## src/rtl/sdma_pkg.sv

```systemverilog
package sdma_pkg;

  typedef enum logic [1:0] {
    ST_IDLE   = 2'd0,
    ST_WAIT   = 2'd1,
    ST_REQ    = 2'd2,
    ST_STREAM = 2'd3
  } seq_state_e;

  localparam logic [2:0] RA_BLOCK = 3'd0;
  localparam logic [2:0] RA_DEST  = 3'd1;
  localparam logic [2:0] RA_DELAY = 3'd2;
  localparam logic [2:0] RA_CMD   = 3'd3;
  localparam logic [2:0] RA_STAT  = 3'd4;

  localparam int unsigned STAT_BUSY = 0;
  localparam int unsigned STAT_IRQ  = 1;
  localparam int unsigned STAT_ERR  = 2;
  localparam int unsigned CMD_GO    = 0;

endpackage

```

## src/rtl/sdma_geom.sv

```systemverilog
module sdma_geom #(
  parameter int unsigned LBA_W  = 16,
  parameter int unsigned SPT    = 8,
  parameter int unsigned SURF   = 2,
  parameter int unsigned TRK    = 4,
  parameter int unsigned SEC_W  = 3,
  parameter int unsigned SURF_W = 1,
  parameter int unsigned TRK_W  = 2
) (
  input  logic [LBA_W-1:0]  blk,
  output logic [SEC_W-1:0]  sector,
  output logic [SURF_W-1:0] surface,
  output logic [TRK_W-1:0]  track,
  output logic              in_range
);

  localparam int unsigned CYL_BLOCKS = SPT * SURF;
  localparam int unsigned CAPACITY   = CYL_BLOCKS * TRK;

  logic [LBA_W-1:0] trk_index;

  always_comb begin
    in_range  = (32'(blk) < 32'(CAPACITY));
    trk_index = blk / LBA_W'(SPT);
    sector    = SEC_W'(blk % LBA_W'(SPT));
    surface   = SURF_W'(trk_index % LBA_W'(SURF));
    track     = TRK_W'(blk / LBA_W'(CYL_BLOCKS));
  end

endmodule

```

## src/rtl/sdma_packer.sv

```systemverilog
module sdma_packer #(
  parameter int unsigned DATA_W = 32
) (
  input  logic              clk,
  input  logic              rst_ni,
  input  logic              clr,
  input  logic              take_en,
  input  logic              byte_valid,
  input  logic [7:0]        byte_data,
  output logic              byte_ready,
  input  logic              mem_ready,
  output logic              word_valid,
  output logic [DATA_W-1:0] word_data,
  output logic              word_done
);

  localparam int unsigned LANES  = DATA_W / 8;
  localparam int unsigned LANE_W = (LANES > 1) ? $clog2(LANES) : 1;
  localparam logic [LANE_W-1:0] LAST_LANE = LANE_W'(LANES - 1);

  logic [LANE_W-1:0] lane_q, lane_d;
  logic              pend_q, pend_d;
  logic [DATA_W-1:0] buf_q;
  logic [LANES-1:0]  lane_en;
  logic              accept;

  assign byte_ready = take_en & ~pend_q;
  assign accept     = byte_valid & byte_ready;
  assign word_done  = pend_q & mem_ready;
  assign word_valid = pend_q;
  assign word_data  = buf_q;

  always_comb begin
    lane_d = lane_q;
    pend_d = pend_q;
    if (clr) begin
      lane_d = '0;
      pend_d = 1'b0;
    end else begin
      if (word_done) pend_d = 1'b0;
      if (accept) begin
        if (lane_q == LAST_LANE) begin
          lane_d = '0;
          pend_d = 1'b1;
        end else begin
          lane_d = lane_q + LANE_W'(1);
        end
      end
    end
  end

  always_ff @(posedge clk or negedge rst_ni) begin
    if (!rst_ni) begin
      lane_q <= '0;
      pend_q <= 1'b0;
    end else begin
      lane_q <= lane_d;
      pend_q <= pend_d;
    end
  end

  for (genvar g = 0; g < LANES; g++) begin : g_lane
    assign lane_en[g] = accept & (lane_q == LANE_W'(g));
    always_ff @(posedge clk or negedge rst_ni) begin
      if (!rst_ni) begin
        buf_q[g*8 +: 8] <= '0;
      end else if (lane_en[g]) begin
        buf_q[g*8 +: 8] <= byte_data;
      end
    end
  end

endmodule

```

## src/rtl/sdma_seq.sv

```systemverilog
module sdma_seq
  import sdma_pkg::*;
#(
  parameter int unsigned WAIT_W = 8,
  parameter int unsigned WORDS  = 128,
  parameter int unsigned ADDR_W = 32,
  parameter int unsigned DATA_W = 32
) (
  input  logic              clk,
  input  logic              rst_ni,
  input  logic              go,
  input  logic [WAIT_W-1:0] delay,
  input  logic [ADDR_W-1:0] dest,
  input  logic              word_done,
  output logic              disk_req,
  output logic              stream_en,
  output logic [ADDR_W-1:0] wr_addr,
  output logic              done
);

  localparam int unsigned WIDX_W  = (WORDS > 1) ? $clog2(WORDS) : 1;
  localparam int unsigned BYTE_SH = $clog2(DATA_W / 8);
  localparam logic [WIDX_W-1:0] LAST_WORD = WIDX_W'(WORDS - 1);

  seq_state_e        state_q, state_d;
  logic [WAIT_W-1:0] cnt_q, cnt_d;
  logic [WIDX_W-1:0] widx_q, widx_d;

  assign disk_req  = (state_q == ST_REQ);
  assign stream_en = (state_q == ST_STREAM);
  assign wr_addr   = dest + (ADDR_W'(widx_q) << BYTE_SH);

  always_comb begin
    state_d = state_q;
    cnt_d   = cnt_q;
    widx_d  = widx_q;
    done    = 1'b0;
    unique case (state_q)
      ST_IDLE: begin
        if (go) begin
          state_d = ST_WAIT;
          cnt_d   = delay;
          widx_d  = '0;
        end
      end
      ST_WAIT: begin
        if (cnt_q == '0) state_d = ST_REQ;
        else             cnt_d   = cnt_q - WAIT_W'(1);
      end
      ST_REQ: state_d = ST_STREAM;
      ST_STREAM: begin
        if (word_done) begin
          if (widx_q == LAST_WORD) begin
            state_d = ST_IDLE;
            done    = 1'b1;
          end else begin
            widx_d = widx_q + WIDX_W'(1);
          end
        end
      end
      default: state_d = ST_IDLE;
    endcase
  end

  always_ff @(posedge clk or negedge rst_ni) begin
    if (!rst_ni) begin
      state_q <= ST_IDLE;
      cnt_q   <= '0;
      widx_q  <= '0;
    end else begin
      state_q <= state_d;
      cnt_q   <= cnt_d;
      widx_q  <= widx_d;
    end
  end

endmodule

```

## src/rtl/sdma_read_ctrl.sv

```systemverilog
module sdma_read_ctrl
  import sdma_pkg::*;
#(
  parameter int unsigned REG_W        = 32,
  parameter int unsigned LBA_W        = 16,
  parameter int unsigned ADDR_W       = 32,
  parameter int unsigned DATA_W       = 32,
  parameter int unsigned WAIT_W       = 8,
  parameter int unsigned SECTOR_BYTES = 512,
  parameter int unsigned SPT          = 8,
  parameter int unsigned SURF         = 2,
  parameter int unsigned TRK          = 4,
  localparam int unsigned SEC_W  = (SPT > 1) ? $clog2(SPT) : 1,
  localparam int unsigned SURF_W = (SURF > 1) ? $clog2(SURF) : 1,
  localparam int unsigned TRK_W  = (TRK > 1) ? $clog2(TRK) : 1
) (
  input  logic              clk,
  input  logic              rst_n,
  input  logic              reg_wr,
  input  logic [2:0]        reg_addr,
  input  logic [REG_W-1:0]  reg_wdata,
  output logic [REG_W-1:0]  reg_rdata,
  output logic              irq,
  output logic              disk_req,
  output logic [SURF_W-1:0] disk_surface,
  output logic [TRK_W-1:0]  disk_track,
  output logic [SEC_W-1:0]  disk_sector,
  input  logic              disk_byte_valid,
  input  logic [7:0]        disk_byte,
  output logic              disk_ready,
  output logic              mem_wr_en,
  output logic [ADDR_W-1:0] mem_wr_addr,
  output logic [DATA_W-1:0] mem_wr_data,
  input  logic              mem_wr_ready
);

  localparam int unsigned WORDS = SECTOR_BYTES / (DATA_W / 8);

  logic [1:0] rst_sync_q;
  logic       rst_ni;

  always_ff @(posedge clk or negedge rst_n) begin
    if (!rst_n) rst_sync_q <= 2'b00;
    else        rst_sync_q <= {rst_sync_q[0], 1'b1};
  end
  assign rst_ni = rst_sync_q[1];

  logic [LBA_W-1:0]  blk_q, blk_d;
  logic [ADDR_W-1:0] dest_q, dest_d;
  logic [WAIT_W-1:0] delay_q, delay_d;
  logic              busy_q, busy_d;
  logic              irq_q, irq_d;
  logic              err_q, err_d;

  logic in_range, cmd_go, start_ok, start_bad, clr_irq, done;
  logic stream_en, word_done;

  sdma_geom #(
    .LBA_W(LBA_W), .SPT(SPT), .SURF(SURF), .TRK(TRK),
    .SEC_W(SEC_W), .SURF_W(SURF_W), .TRK_W(TRK_W)
  ) u_geom (
    .blk     (blk_q),
    .sector  (disk_sector),
    .surface (disk_surface),
    .track   (disk_track),
    .in_range(in_range)
  );

  assign cmd_go    = reg_wr & (reg_addr == RA_CMD) & reg_wdata[CMD_GO] & ~busy_q;
  assign start_ok  = cmd_go & in_range;
  assign start_bad = cmd_go & ~in_range;
  assign clr_irq   = reg_wr & (reg_addr == RA_STAT) & reg_wdata[STAT_IRQ];

  always_comb begin
    blk_d   = blk_q;
    dest_d  = dest_q;
    delay_d = delay_q;
    if (reg_wr && !busy_q) begin
      if (reg_addr == RA_BLOCK) blk_d   = reg_wdata[LBA_W-1:0];
      if (reg_addr == RA_DEST)  dest_d  = reg_wdata[ADDR_W-1:0];
      if (reg_addr == RA_DELAY) delay_d = reg_wdata[WAIT_W-1:0];
    end
    busy_d = busy_q;
    if (start_ok)  busy_d = 1'b1;
    else if (done) busy_d = 1'b0;
    err_d = err_q;
    if (cmd_go) err_d = ~in_range;
    irq_d = irq_q;
    if (clr_irq) irq_d = 1'b0;
    if (done || start_bad) irq_d = 1'b1;
  end

  always_ff @(posedge clk or negedge rst_ni) begin
    if (!rst_ni) begin
      blk_q   <= '0;
      dest_q  <= '0;
      delay_q <= '0;
      busy_q  <= 1'b0;
      irq_q   <= 1'b0;
      err_q   <= 1'b0;
    end else begin
      blk_q   <= blk_d;
      dest_q  <= dest_d;
      delay_q <= delay_d;
      busy_q  <= busy_d;
      irq_q   <= irq_d;
      err_q   <= err_d;
    end
  end

  always_comb begin
    unique case (reg_addr)
      RA_BLOCK: reg_rdata = REG_W'(blk_q);
      RA_DEST:  reg_rdata = REG_W'(dest_q);
      RA_DELAY: reg_rdata = REG_W'(delay_q);
      RA_STAT:  reg_rdata = REG_W'({err_q, irq_q, busy_q});
      default:  reg_rdata = '0;
    endcase
  end

  assign irq = irq_q;

  sdma_seq #(
    .WAIT_W(WAIT_W), .WORDS(WORDS), .ADDR_W(ADDR_W), .DATA_W(DATA_W)
  ) u_seq (
    .clk      (clk),
    .rst_ni   (rst_ni),
    .go       (start_ok),
    .delay    (delay_q),
    .dest     (dest_q),
    .word_done(word_done),
    .disk_req (disk_req),
    .stream_en(stream_en),
    .wr_addr  (mem_wr_addr),
    .done     (done)
  );

  sdma_packer #(
    .DATA_W(DATA_W)
  ) u_pack (
    .clk       (clk),
    .rst_ni    (rst_ni),
    .clr       (start_ok),
    .take_en   (stream_en),
    .byte_valid(disk_byte_valid),
    .byte_data (disk_byte),
    .byte_ready(disk_ready),
    .mem_ready (mem_wr_ready),
    .word_valid(mem_wr_en),
    .word_data (mem_wr_data),
    .word_done (word_done)
  );

endmodule

```

## config.mk

```make
export PLATFORM = sky130hd
export DESIGN_NAME = sdma_read_ctrl
export DESIGN_NICKNAME = d
export VERILOG_FILES = /design/src/rtl/sdma_pkg.sv /design/src/rtl/sdma_geom.sv /design/src/rtl/sdma_packer.sv /design/src/rtl/sdma_seq.sv /design/src/rtl/sdma_read_ctrl.sv
export SDC_FILE = /design/constraint.sdc
export NUM_CORES = 1
export LEC_CHECK = 0
export BUFFER_PORTS_ARGS = -buffer_cell sky130_fd_sc_hd__buf_4
export CAP_MARGIN = 0
export CORE_MARGIN = 2
export CORE_UTILIZATION = 58
export CTS_CLUSTER_SIZE = 14
export DETAILED_ROUTE_END_ITERATION = 10
export PLACE_DENSITY_LB_ADDON = 0.08
export SYNTH_ARGS = -nofsm -noshare
export SYNTH_HDL_FRONTEND = slang
export SYNTH_HIERARCHICAL = 1
export SYNTH_SLANG_ARGS = --single-unit
```

## constraint.sdc

```tcl
create_clock -name clk -period 8.2 [get_ports clk]
set_input_delay 1.23 -clock clk [delete_from_list [all_inputs] [get_ports clk]]
set_output_delay 1.23 -clock clk [all_outputs]
set_load 0.02 [all_outputs]
```

# --- Yosys cells after proc, flatten, opt, wreduce, memory -nomap -nowiden ---
# Cells that the tools add are included.
word_totals:
  register_bits: 113
  in_bits: 48
  output_inout_bits: 106
  wordCells: 100
op_classes:
  n_addsub: 4
  n_lt_le_gt_ge: 1
  n_eq_ne: 17
  mux: 27
  bitwise_logic: 17
  reduce_logical: 18
ops:
  columns: ["op", "n"]
  rows:
  - ["$pmux W32 S4", 1]
  - ["$add A32 B9 Y32", 1]
  - ["$mux W7", 3]
  - ["$lt A16 B7 Y1 const B", 1]
  - ["$mux W8", 2]
  - ["$pmux W8 S2", 1]
  - ["$and A1 B1 Y1", 14]
  - ["$mux W2", 7]
  - ["$pmux W7 S2", 1]
  - ["$mux W1", 11]
  - ["$ne A2 B2 Y1 const B", 5]
  - ["$reduce_bool A2 Y1", 5]
  - ["$eq A2 B2 Y1 const B", 4]
  - ["$logic_not A8 Y1", 1]
  - ["$pmux W2 S4", 1]
  - ["$reduce_and A4 Y1", 2]
  - ["$sub A8 B1 Y8 const B", 1]
  - ["$add A7 B1 Y7 const B", 1]
  - ["$eq A7 B7 Y1 const B", 1]
  - ["$eq A3 B2 Y1 const B", 2]
  - ["$reduce_and A2 Y1", 3]
  - ["$eq A2 B1 Y1 const B", 2]
  - ["$logic_not A2 Y1", 2]
  - ["$eq A3 B1 Y1 const B", 1]
  - ["other kinds (9)", 11]

# --- Logic depth before layout (Yosys ltp) ---
depth:
  word_depth: 7
  depth_mapped: 9
  ltp_nobuf: 9

# --- Hierarchy ---
# The synthesis kept the hierarchy.
modules_own_cells:
  columns: ["mod", "n_inst", "cells_each", "area_each_um2", "seq_area_each_um2"]
  rows:
  - ["sdma_read_ctrl", 1, 213, 2821.5, 1526.5]
  - ["sdma_seq", 1, 240, 1983.2, 425.4]
  - ["sdma_packer", 1, 90, 1493.9, 875.8]
  - ["sdma_geom", 1, 9, 72.6, 0.0]

# --- Least setup slack after synthesis ---
# OpenSTA, ideal clock, no wires.
synth_timing:
  path_type: "input to register"
  startpoint: "input reg_addr[0]"
  endpoint: "register u_seq.widx_q[5]"
  setup_ps: 126
  arrival_ps: 3763
  required_time_ps: 8074
  slack_ps: 4310
  path_stages: 8
  path_buffers: 1
  cell_sequence: "buf_1 nand2_1 nor4_1 nor2b_1 or3b_4 a2111oi_4 xnor2_1 nor2_1"
synth_via:
  elab_chain_cells: 7
synth_lines:
  columns: ["item", "line", "text"]
  rows:
  - ["from (decl)", "sdma_read_ctrl.sv:20", "input logic [2:0] reg_addr,"]
  - ["$eq A3 B2 Y1", "sdma_read_ctrl.sv:69", "assign cmd_go = reg_wr & (reg_addr == RA_CMD) & reg_wdata[CMD_GO] & ~busy_q;"]
  - ["$and A1 B1 Y1 (3 in series)", "sdma_read_ctrl.sv:69", null]
  - ["$and A1 B1 Y1", "sdma_read_ctrl.sv:70", "assign start_ok = cmd_go & in_range;"]
  - ["$ne A2 B2 Y1 (no line)", null, null]
  - ["$reduce_and A4 Y1 (no line)", null, null]
  - ["to (signal assigned)", "sdma_seq.sv:73", "widx_q <= widx_d;"]
  - ["to (decl)", "sdma_seq.sv:27", "logic [WIDX_W-1:0] widx_q, widx_d;"]
# No other way between the ends.
# A chain may end at the register's enable or synchronous reset.

# --- Worst setup path in the final report ---
layout_timing:
  startpoint: "register u_seq.widx_q[0]"
  endpoint: "output mem_wr_addr[20]"
layout_via:
  elab_chain_cells: 1
layout_lines:
  columns: ["item", "line", "text"]
  rows:
  - ["$add A32 B9 Y32", "sdma_seq.sv:31", "assign wr_addr = dest + (ADDR_W'(widx_q) << BYTE_SH);"]
  - ["to (decl)", "sdma_read_ctrl.sv:32", "output logic [ADDR_W-1:0] mem_wr_addr,"]
# No other way between the ends.

==> reports/summary.txt <==
Peak VDD IR: 153 uV
std cell rows: 38
Setup crit start kind: register
Critical R2R Launch: blk_q[8]$_DFFE_PN0P_
CTS clk-pin slew, worst paths: 0.05 ns
initial antenna violation count: 0
chip height: 109 um
average size of a mapped cell: 11.5 um2
final cell count without fillers: 846
PwrDens: 224 nW/um2
Synth Instances: 552
Slew Viols, Final: 0
core area: 10,800 um2
Detail Placement HPWL: 11,300 um
H-tree depth: 4
count leader, synth: dfrtp_1
Required @ worst endpoint: 6.97 ns
async set-reset flop share out of synthesis: 100%
largest net degree at the start of global routing: 63
grt met3 use: 6.10%
final setup margin: 3.73 ns
total track usage: 26.0%
total of max-cap violations: 0
commonest cells in the netlist: dfrtp_1 (113), mux2_2 (80), nor2_1 (32)
Slew @ Worst Pin: 1.23 ns
router iterations before antenna repair: 5
WP data arrival: 3.24 ns
postcts setup bufs: 0
Synth Flop Type: dfrtp_1
Post-CTS Hold Buffers: 0
unrepaired setup endpoints after global routing: no
Top Usage Layer GRT: met2
first-pass GRT wire length: 23,300 um
drt drc: 0
met2 Use GR: 44.1%
CTS tree: done
Final Util: 74.7%
nets: 762
Final Setup Violations: 0
via count: 4,865
number of synthesized register bits: 113
Starting Density: 59.0%
EDFF count, synth: 0
FF+latch area: 2830 um2
Crit. End Element: output port
placed cells: 816
Fin Setup TNS: 0 ns
Layout area overhead: 26.6%
crit path max fanout: 10
CTS resizes: 0
Setup WS pre-CTS: 3.97 ns
Worst Path Class, Setup: reg2out
DR WL/cell: 18.0 um
register area share after synthesis: 44.4%
vias in the first global route: 4,635
Port Buffer Count: 153
Synth area leaders: dfrtp_1 (44%), mux2_2 (14%), ha_1 (3.5%)
1st-iter DRT viols: 287
antenna viol nets, final: 0
min Tclk post-route: 4.47 ns
fmax: 224 MHz
final worst path period share: 54.5%
Horiz. Die Dim: 109 um
die area: 11,800 um2
Worst-Skew Late Latency: 0.51 ns
met1 Use GR: 31.8%
Pleak: 0.00400 uW
top-area cell type share of the netlist area: 44.4%
max_slew headroom: 17.8%
Worst Hold Class: reg2reg
clock skew: 0.00797 ns
syn nets: 619
leading area contributor after synthesis: dfrtp_1
layout cell share with drive strength beyond 1: 43.6%
r2r setup slk: 5.15 ns
grt ovf: 0
Root Buffer: clkbuf_8
FILL cells: 751
status: complete, no violations
worst hold start: rst_sync_q[0]$_DFF_PN0_
Vias/cell: 5.75
clock tree buffer depth: 2
Mapped Area: 6370 um2
CTS buffer count: 17
Yosys warning total: 6
CTS sink count: 113
# diodes: 0
GPL Wtd Cong: 0.884
IO Count: 154
post-synth cell types: 69
Routed WL: 15,200 um
Worst setup startpoint: u_seq/widx_q[0]$_DFFE_PN0P_
Final Hold Violating Endpoints: 0
area of the multi-input gates: 3270 um2
## cells in the final DEF, fill, tap and decap left out, drive strengths merged, types with 8 or more instances in the layout
cell,netlist,layout
ha,18,18
mux2i,17,17
nand3,19,19
xnor2,18,18
mux2,91,91
o21ai,12,12
nand2b,9,9
nor2,32,32
nand2,22,22
and3,23,23
inv,15,15
a21oi,23,23
nor4,10,10
dfrtp,113,113
clkbuf,9,19
xor2,11,11
nand4,8,8
buf,23,156
## worst paths after layout
| kind | to | depth (start not counted) |
|---|---|---|
| setup / recovery | mem_wr_addr[20] | 9 |
| hold / removal | rst_sync_q[1]$_DFF_PN0_ | 0 |
| setup reg to reg | u_seq/widx_q[5]$_DFFE_PN0P_ | 10 |
| hold reg to reg | rst_sync_q[1]$_DFF_PN0_ | 0 |
| max in group asynchronous | blk_q[14]$_DFFE_PN0P_ | 1 |
| min in group asynchronous | dest_q[9]$_DFFE_PN0P_ | 0 |
## cell type report
class                      count  area share (%)
clock buffer                  19            5.48
multi-input combinational    392            40.6
clock inverter                11            1.43
tap                          140            2.17
inverter                      15           0.698
sequential                   113            35.1
timing repair buffer         156            14.5
## metrics by stage
stage | hold WS, ns | power [uW] | cell area, um2
CTS | 0.348 | 1820 | 8060
finish | 0.346 | 1810 | 8060
detailed placement | 0.336 | 1140 | 7510
floorplan | 0.331 | 974 | 6370
global route | 0.358 | 1890 | 8060
global placement | 0.337 | 1120 | 7510
## critical path, stage by stage, from the launching register on
cell and delay, ns:
dfrtp_1 0.44, ha_1 0.25, inv_1 0.07, fa_1 0.41, nand2b_1 0.19, a21o_1 0.20, a311o_1 0.51, nor3_1 0.32
xor2_1 0.18, buf_4 0.16
## per-layer routing
metal  wire, um  vias up  part of all wire [%]
li1           -     2280                     -
met3        772       26                   5.1
met4        281        0                   1.8
met5          0        -                     0
met2       7840      149                    51
met1       6330     2410                    42
## registers in the layout, indices dropped and copies added (netlist names)
| name | flops |
|---|---|
| blk_q | 16 |
| busy_q | 1 |
| delay_q | 8 |
| dest_q | 32 |
| err_q | 1 |
| irq | 1 |
| rst_sync_q | 2 |
| u_pack/lane_q | 2 |
| u_pack/word_data | 32 |
| u_pack/word_valid | 1 |
| u_seq/cnt_q | 8 |
| u_seq/state_q | 2 |
| u_seq/widx_q | 7 |
## power by group
| group | internal (uW) | switching (uW) |
|---|---|---|
| clock | 440 | 244 |
| sequential | 634 | 93.1 |
| combinational | 203 | 195 |
## cell families after synthesis
group                    count (synthesis)  synth area share (%)
other                                    1                0.0589
AND/OR/NAND/NOR                        161                  15.8
flip-flops                             113                  44.4
AO/OA/AOI/OAI                           74                  8.15
buffers and inverters                   47                  4.34
multiplexers                           108                  19.4
adder cells (fa/ha/maj)                 19                  3.85
XOR/XNOR                                29                  3.99
(Power assumes the default switching activity.)
